==> src/rtl/gsc_pkg.sv <==
package gsc_pkg;
  localparam logic [1:0] DRV_HIZ = 2'b00;
  localparam logic [1:0] DRV_LO  = 2'b01;
  localparam logic [1:0] DRV_HI  = 2'b10;

  function automatic logic [1:0] drv(input logic hi);
    return hi ? DRV_HI : DRV_LO;
  endfunction

  function automatic logic [1:0] park(input logic lo);
    return lo ? DRV_LO : DRV_HIZ;
  endfunction
endpackage

==> src/rtl/gsc_sync.sv <==
module gsc_sync #(
  parameter int W      = 3,
  parameter int STAGES = 2
) (
  input  logic         clk_i,
  input  logic         rst_ni,
  input  logic [W-1:0] d_i,
  output logic [W-1:0] q_o
);
  logic [W-1:0] st_q [STAGES];

  for (genvar s = 0; s < STAGES; s++) begin : g_stage
    always_ff @(posedge clk_i or negedge rst_ni) begin
      if (!rst_ni)     st_q[s] <= '0;
      else if (s == 0) st_q[s] <= d_i;
      else             st_q[s] <= st_q[(s == 0) ? 0 : s-1];
    end
  end

  assign q_o = st_q[STAGES-1];
endmodule

==> src/rtl/gsc_start_out.sv <==
module gsc_start_out
  import gsc_pkg::*;
(
  input  logic       clk_i,
  input  logic       rst_ni,
  input  logic       run_i,
  input  logic       idle_lo_i,
  input  logic       stv_i,
  input  logic       line0_i,
  output logic [1:0] start_o
);
  logic [1:0] start_d;

  always_comb begin
    if (!run_i)        start_d = park(idle_lo_i);
    else if (!stv_i)   start_d = DRV_LO;
    else if (line0_i)  start_d = DRV_HIZ;
    else               start_d = DRV_HI;
  end

  always_ff @(posedge clk_i or negedge rst_ni) begin
    if (!rst_ni) start_o <= DRV_HIZ;
    else         start_o <= start_d;
  end

  a_r1_start_low: assert property (@(posedge clk_i) disable iff (!rst_ni)
    (run_i && !stv_i) |=> start_o == DRV_LO);
  a_r2_start_float: assert property (@(posedge clk_i) disable iff (!rst_ni)
    (run_i && stv_i && line0_i) |=> start_o == DRV_HIZ);
  a_r2_start_high: assert property (@(posedge clk_i) disable iff (!rst_ni)
    (run_i && stv_i && !line0_i) |=> start_o == DRV_HI);
endmodule

==> src/rtl/gsc_channel.sv <==
module gsc_channel
  import gsc_pkg::*;
(
  input  logic       clk_i,
  input  logic       rst_ni,
  input  logic       run_i,
  input  logic       idle_lo_i,
  input  logic       stv_i,
  input  logic       line_i,
  output logic [1:0] ck_o,
  output logic [1:0] ckb_o,
  output logic       share_o
);
  logic       line_q, rise;
  logic       state_q, state_d;
  logic [1:0] ck_d, ckb_d;
  logic       share_d;

  assign rise = line_i & ~line_q;

  always_comb begin
    state_d = state_q;
    share_d = 1'b0;
    if (!run_i) begin
      state_d = 1'b0;
      ck_d    = park(idle_lo_i);
      ckb_d   = park(idle_lo_i);
    end else if (stv_i) begin
      // direct follow; stored polarity untouched
      ck_d  = drv(line_i);
      ckb_d = drv(!line_i);
    end else if (!line_i) begin
      ck_d    = DRV_HIZ;
      ckb_d   = DRV_HIZ;
      share_d = 1'b1;
    end else begin
      if (rise) state_d = ~state_q;
      ck_d  = drv(state_d);
      ckb_d = drv(!state_d);
    end
  end

  always_ff @(posedge clk_i or negedge rst_ni) begin
    if (!rst_ni) begin
      line_q  <= 1'b0;
      state_q <= 1'b0;
      ck_o    <= DRV_HIZ;
      ckb_o   <= DRV_HIZ;
      share_o <= 1'b0;
    end else begin
      line_q  <= line_i;
      state_q <= state_d;
      ck_o    <= ck_d;
      ckb_o   <= ckb_d;
      share_o <= share_d;
    end
  end

  a_r8_legal: assert property (@(posedge clk_i) disable iff (!rst_ni)
    ck_o != 2'b11 && ckb_o != 2'b11);
  a_r8_complement: assert property (@(posedge clk_i) disable iff (!rst_ni)
    (run_i && ck_o != DRV_HIZ && $past(run_i)) |-> ckb_o == {ck_o[0], ck_o[1]});
  a_r3_share_float: assert property (@(posedge clk_i) disable iff (!rst_ni)
    share_o |-> (ck_o == DRV_HIZ && ckb_o == DRV_HIZ));
  a_r4_toggle: assert property (@(posedge clk_i) disable iff (!rst_ni)
    (run_i && !stv_i && rise) |=> ck_o == drv(!$past(state_q)));
  a_r5_hold: assert property (@(posedge clk_i) disable iff (!rst_ni)
    (run_i && !stv_i && line_i && !rise && $past(run_i) && !$past(stv_i))
      |=> $stable(ck_o) && $stable(ckb_o));
  a_r6_keep_state: assert property (@(posedge clk_i) disable iff (!rst_ni)
    (run_i && stv_i) |=> $stable(state_q));
endmodule

==> src/rtl/gate_scan_ctrl.sv <==
module gate_scan_ctrl
  import gsc_pkg::*;
#(
  parameter int NCH         = 2,
  parameter int SYNC_STAGES = 2
) (
  input  logic             clk_i,
  input  logic             rst_ni,
  input  logic             run_i,
  input  logic [1:0]       idle_code_i,
  input  logic             frame_start_i,
  input  logic [NCH-1:0]   line_clk_i,
  output logic [2*NCH-1:0] ck_o,
  output logic [2*NCH-1:0] ckb_o,
  output logic [1:0]       start_o,
  output logic [NCH-1:0]   share_o
);
  localparam int SW = NCH + 1;

  logic [SW-1:0]  raw, synced;
  logic           stv_s;
  logic [NCH-1:0] line_s;
  logic           idle_lo;

  assign raw     = {line_clk_i, frame_start_i};
  assign stv_s   = synced[0];
  assign line_s  = synced[SW-1:1];
  assign idle_lo = (idle_code_i != DRV_HIZ);

  gsc_sync #(.W(SW), .STAGES(SYNC_STAGES)) u_sync (
    .clk_i  (clk_i),
    .rst_ni (rst_ni),
    .d_i    (raw),
    .q_o    (synced)
  );

  gsc_start_out u_start (
    .clk_i     (clk_i),
    .rst_ni    (rst_ni),
    .run_i     (run_i),
    .idle_lo_i (idle_lo),
    .stv_i     (stv_s),
    .line0_i   (line_s[0]),
    .start_o   (start_o)
  );

  for (genvar c = 0; c < NCH; c++) begin : g_ch
    gsc_channel u_ch (
      .clk_i     (clk_i),
      .rst_ni    (rst_ni),
      .run_i     (run_i),
      .idle_lo_i (idle_lo),
      .stv_i     (stv_s),
      .line_i    (line_s[c]),
      .ck_o      (ck_o[2*c +: 2]),
      .ckb_o     (ckb_o[2*c +: 2]),
      .share_o   (share_o[c])
    );
  end

  a_r10_parked: assert property (@(posedge clk_i) disable iff (!rst_ni)
    !run_i |=> (share_o == '0 && start_o != DRV_HI));
  a_r10_park_code: assert property (@(posedge clk_i) disable iff (!rst_ni)
    (!run_i && idle_code_i == DRV_HIZ) |=> (ck_o == '0 && ckb_o == '0 && start_o == DRV_HIZ));
endmodule

==> config.mk <==
export PLATFORM = sky130hd
export DESIGN_NAME = gate_scan_ctrl
export DESIGN_NICKNAME = d
export VERILOG_FILES = /design/src/rtl/gsc_pkg.sv /design/src/rtl/gsc_sync.sv /design/src/rtl/gsc_start_out.sv /design/src/rtl/gsc_channel.sv /design/src/rtl/gate_scan_ctrl.sv
export SDC_FILE = /design/constraint.sdc
export NUM_CORES = 1
export LEC_CHECK = 0
export ABC_AREA = 0
export BUFFER_PORTS_ARGS = -buffer_cell sky130_fd_sc_hd__buf_2
export CAP_MARGIN = 5
export CORE_MARGIN = 2
export CORE_UTILIZATION = 25
export DETAILED_ROUTE_END_ITERATION = 10
export GPL_ROUTABILITY_DRIVEN = 0
export PLACE_DENSITY_LB_ADDON = 0.15
export SYNTH_ARGS = -nofsm -noshare
export SYNTH_HDL_FRONTEND = slang
export SYNTH_SLANG_ARGS = --single-unit
==> constraint.sdc <==
create_clock -name clk_i -period 2.6 [get_ports clk_i]
set_input_delay 0 -clock clk_i [delete_from_list [all_inputs] [get_ports clk_i]]
set_output_delay 0 -clock clk_i [all_outputs]
set_load 0.1 [all_outputs]
## Yosys cells after proc, flatten, opt, wreduce, memory -nomap -nowiden

Index checks and enable logic that the tools add are counted.

| storage, ports and cells | value |
|---|---|
| bits in registers | 22 |
| input port bits | 8 |

| cells by class | value |
|---|---|
| equal/unequal tests | 3 |
| mux-type cells | 44 |
| bitwise logic cells | 6 |
| reductions and logical operators | 3 |

Operator list:

| cell | number |
|---|---|
| $mux 2 | 23 |
| $mux 1 | 21 |
| $ne 2x1->1 const B | 2 |
| $not 1->1 | 4 |
| $reduce_and 2->1 | 2 |
| $and 1x1->1 | 2 |
| $ne 2x2->1 const B | 1 |
| $reduce_bool 2->1 | 1 |

## Longest topological paths before layout

| depth | value |
|---|---|
| word-level depth | 10 |
| depth in mapped cells | 3 |
| mapped depth without buffers | 2 |

## By module

Synthesis repeated with hierarchy kept, for this count alone.

| second synthesis, totals | value |
|---|---|
| cells, all modules | 62 |
| area total of the unflattened synthesis | 832.0 µm² |

Modules (own cells, without submodules):

| module | instances | cells an instance | area each (µm²) | seq. area each (µm²) |
|---|---|---|---|---|
| gsc_channel (g_ch[1].u_ch) | 1 | 24 | 299.0 | 175.2 |
| gsc_channel (g_ch[0].u_ch) | 1 | 22 | 282.8 | 175.2 |
| gsc_sync | 1 | 9 | 172.7 | 150.1 |
| gsc_start_out | 1 | 6 | 71.3 | 50.0 |
| gate_scan_ctrl | 1 | 1 | 6.3 | 0.0 |

## Worst setup path before layout

No wires, ideal clock.

| timing | value |
|---|---|
| kind | register to register |
| start | reg u_sync.st_q, in the netlist u_sync.q_o[0] |
| end | reg g_ch[0].u_ch.state_q |
| setup time | 79 ps |
| arrival | 892 ps |
| required time | 2521 ps |
| setup slack | 1629 ps |
| stages on the path, launching flop included | 4 |
| period minus slack after synthesis | 971 ps |
| cell sequence | dfrtp_1 buf_6 nor3b_1 mux2i_1 |

| on the way | value |
|---|---|
| word-level cells in the longest chain between the ends | 2 |

Ends and longest elaborated chain:

| element | RTL line | RTL |
|---|---|---|
| start, declared | gsc_sync.sv:10 | `logic [W-1:0] st_q [STAGES];` |
| start signal, assigned by index | gsc_sync.sv:15 | `else if (s == 0) st_q[s] <= d_i;` |
| start signal, assigned by index | gsc_sync.sv:16 | `else st_q[s] <= st_q[(s == 0) ? 0 : s-1];` |
| $ne 2x2->1 (no source line) | n/a |  |
| $reduce_and 2->1 (no source line) | n/a |  |
| end signal, assigned | gsc_channel.sv:52 | `state_q <= state_d;` |
| end, declared | gsc_channel.sv:15 | `logic state_q, state_d;` |

Every way passes these cells.
A chain may end at the register's enable or synchronous reset.

## Worst setup path in the final report

| timing | value |
|---|---|
| start | reg u_sync.st_q, in the netlist u_sync.q_o[0] |
| end | reg g_ch[1].u_ch.state_q |

| on the way | value |
|---|---|
| word-level cells in the longest chain between the ends | 2 |

Ends and longest elaborated chain:

| element | RTL line |
|---|---|
| $ne 2x2->1 (no source line) | n/a |
| $reduce_and 2->1 (no source line) | n/a |
| end signal, assigned | gsc_channel.sv:52 |
| end, declared | gsc_channel.sv:15 |

Every way passes these cells.

==> flow_summary.json <==
{
  "run_status": "complete, no violations",
  "holdCritPathClass": "in2reg",
  "relSlewSlack_pct": 68.0,
  "finalMaxSlewViolations": 0,
  "grt_pass1_wl_mm": 2.10,
  "track_usage_pct": 8.15,
  "cts_resized": 0,
  "placed_area_um2": 920,
  "clock_skew_ns": 0.00937,
  "maxClockFrequency_mhz": 950,
  "syn-cell-area_um2": 803,
  "muxShareOfSynthArea_pct": 2.49,
  "area_growth_syn_to_layout_pct": 22.3,
  "share_seq_of_total_power_pct": 55.7,
  "cts-root-buf": "clkbuf_4",
  "io_buffer_count": 19,
  "cts_tree": "done",
  "post-place-ws_ns": 1.55,
  "finalSetupTns_ns": 0,
  "ys_seq_area_share_pct": 68.5,
  "drt-wirelength-per-cell_um": 9.32,
  "nets": 93,
  "dr.pass1.iters": 4,
  "drive_gt1_share_pct": 26.5,
  "ant_nets": 0,
  "final_cell_mix": "dfrtp_1, buf_2, nand2_1",
  "post-route-period-util_pct": 40.5,
  "cts_buffers": 3,
  "antenna_found_initial": 0,
  "cts_buffer_depth": 2,
  "finalSetupViolCount": 0,
  "maxCapViolCount": 0,
  "ctsHtreeMaxLevel": 1,
  "drc": 0,
  "comb_power_share_pct": 22.8,
  "cts_sinks": 22,
  "grt.overflow.total": 0,
  "boundaryPins": 20,
  "postSynthCellCount": 61,
  "crit_arrival_ns": 1.29,
  "syn_avg_cell_area_um2": 13.2,
  "drt-vias-per-instance": 3.91,
  "critPathKind": "reg2reg",
  "synthDistinctLibCells": 19,
  "grt_setup_unrepaired": "no",
  "grt_start_max_net_pins": 23,
  "timing.hold.ws_ns": 0.0406,
  "fin_area_um2": 982,
  "clk_pin_slew_ns": 0.11,
  "synth_xor_area_share_pct": 4.36,
  "coreArea_um2": 3050,
  "p_leak_nw": 0.469,
  "setup_ws_ns": 1.55,
  "finalHoldViolations": 0,
  "p_total_mw": 0.670,
  "startpoint_type": "register",
  "wl_mm": 1.18,
  "sw_frac_of_total_pct": 33.5,
  "crit_path_end_kind": "register",
  "clkLatencyLatePin_ns": 0.30,
  "synth_top_family_by_area": "simple AND/OR/NAND/NOR gates",
  "period_needed_ns": 1.05,
  "clkPwrFrac_pct": 21.5,
  "worstPathMaxFanout": 10,
  "synth-compound-area-share_pct": 7.48,
  "num_antenna_cells": 0,
  "final_common_cell": "dfrtp_1",
  "grt_pass1_vias": 483,
  "placed_cells": 120,
  "dieArea_um2": 3680,
  "power.net_switching_mw": 0.224,
  "yosysWarningCount": 0,
  "worst_pin_slew_ns": 0.480,
  "die_x_um": 60.7,
  "intPower_mw": 0.446,
  "finish.utilization_pct": 32.2,
  "floorplan.initialDensity_pct": 26.3,
  "rows": 20,
  "synth_simple_gate_area_share_pct": 12.0,
  "synthAdderAreaFrac_pct": 0,
  "vias": 497,
  "ir_drop_mv": 0.371,
  "place_hpwl_um": 864,
  "required_ns": 2.83,
  "powerDensity_nw_per_um2": 682,
  "synth_nets": 69,
  "stdcell_count": 127,
  "ys_ff_latch": 22,
  "die_y_um": 60.7,
  "drtIter0Drc": 16
}
[critical path, stage by stage (launching register included)]
cell and delay, ns:
dfrtp_1 0.49, nor3b_1 0.29, mux2i_1 0.21
[final cells by class]
type                       instances  area (µm²)
multi-input combinational         33         211
inverter                           2        7.51
tap                               44        55.1
clock buffer                       3        22.5
timing repair buffer              23         135
sequential                        22         551
fill                             342        2070
[power groups by stage]
stage	clock (mW)	sequential [mW]	combinational, mW
after floorplan	0	0.464	0.0392
final	0.144	0.373	0.153
after global placement	0	0.380	0.150
after CTS	0.156	0.374	0.155
after global routing	0.169	0.377	0.162
after detailed placement	0	0.381	0.150
[cell families (layout without fill, tap and decap cells)]
| kind of cell | after synthesis | count (layout) |
|---|---|---|
| and+or+nand+nor | 18 | 18 |
| DFF | 22 | 22 |
| muxes | 2 | 2 |
| xor gates and xnor gates | 4 | 4 |
| buffers and inverters | 6 | 28 |
| AOI/OAI and AO/OA | 9 | 9 |
[per-layer routing]
layer | part of all wire (%) | vias to the layer above | GRT usage, % | routed length (µm)
met5 | 0 | - | 0 | 0
met3 | 8.0 | 2 | 4.48 | 95
met4 | 1.3 | 0 | 2.80 | 15
li1 | - | 248 | - | -
met2 | 44 | 18 | 12.3 | 524
met1 | 46 | 229 | 9.91 | 548
[registers in the layout (all words and copies together) (netlist names)]
| signal | cells |
|---|---|
| u_sync.q_o | 3 |
| g_ch.u_ch.share_o | 2 |
| g_ch.u_ch.ck_o | 4 |
| g_ch.u_ch.ckb_o | 4 |
| u_start.start_o | 2 |
| g_ch.u_ch.state_q | 2 |
| u_sync.st_q | 3 |
| g_ch.u_ch.line_q | 2 |
[worst paths after layout]
check,start,to,slack [ns],cells after the start
worst max-delay path,u_sync.q_o[0]$_DFF_PN0_,g_ch[1].u_ch.state_q$_DFFE_PN0P_,1.55,2
worst min-delay path,idle_code_i[0],u_start.start_o[0]$_DFF_PN0_,0.04,3
worst max register to register,u_sync.q_o[0]$_DFF_PN0_,g_ch[1].u_ch.state_q$_DFFE_PN0P_,1.55,2
worst min register to register,u_sync.st_q[5]$_DFF_PN0_,u_sync.q_o[2]$_DFF_PN0_,0.36,0
max in group asynchronous,rst_ni,u_start.start_o[0]$_DFF_PN0_,2.09,2
min in group asynchronous,rst_ni,u_sync.st_q[4]$_DFF_PN0_,0.18,2
[Yosys cell counts]
| master | number | area share (%) |
|---|---|---|
| a21oi_1 | 2 | 1.2 |
| buf_4 | 3 | 2.8 |
| buf_6 | 1 | 1.4 |
| dfrtp_1 | 22 | 69 |
| inv_1 | 2 | 0.93 |
| mux2i_1 | 2 | 2.5 |
| nand2_1 | 6 | 2.8 |
| nand2b_1 | 3 | 2.3 |
| nand3_1 | 2 | 1.2 |
| nand3b_1 | 3 | 2.8 |
| nor2_1 | 2 | 0.93 |
| nor3b_1 | 2 | 1.9 |
| o211ai_1 | 3 | 2.8 |
| o21ai_0 | 1 | 0.62 |
| o21bai_1 | 1 | 0.93 |
| o221ai_1 | 1 | 1.1 |
| o22ai_1 | 1 | 0.78 |
| xnor2_1 | 2 | 2.2 |
| xor2_1 | 2 | 2.2 |
[what timing repair did]
action,CTS,global route
buffers inserted,0,0
hold buffers,4,0
endpoints found under the hold margin,25,0
(Power assumes the default switching activity.)
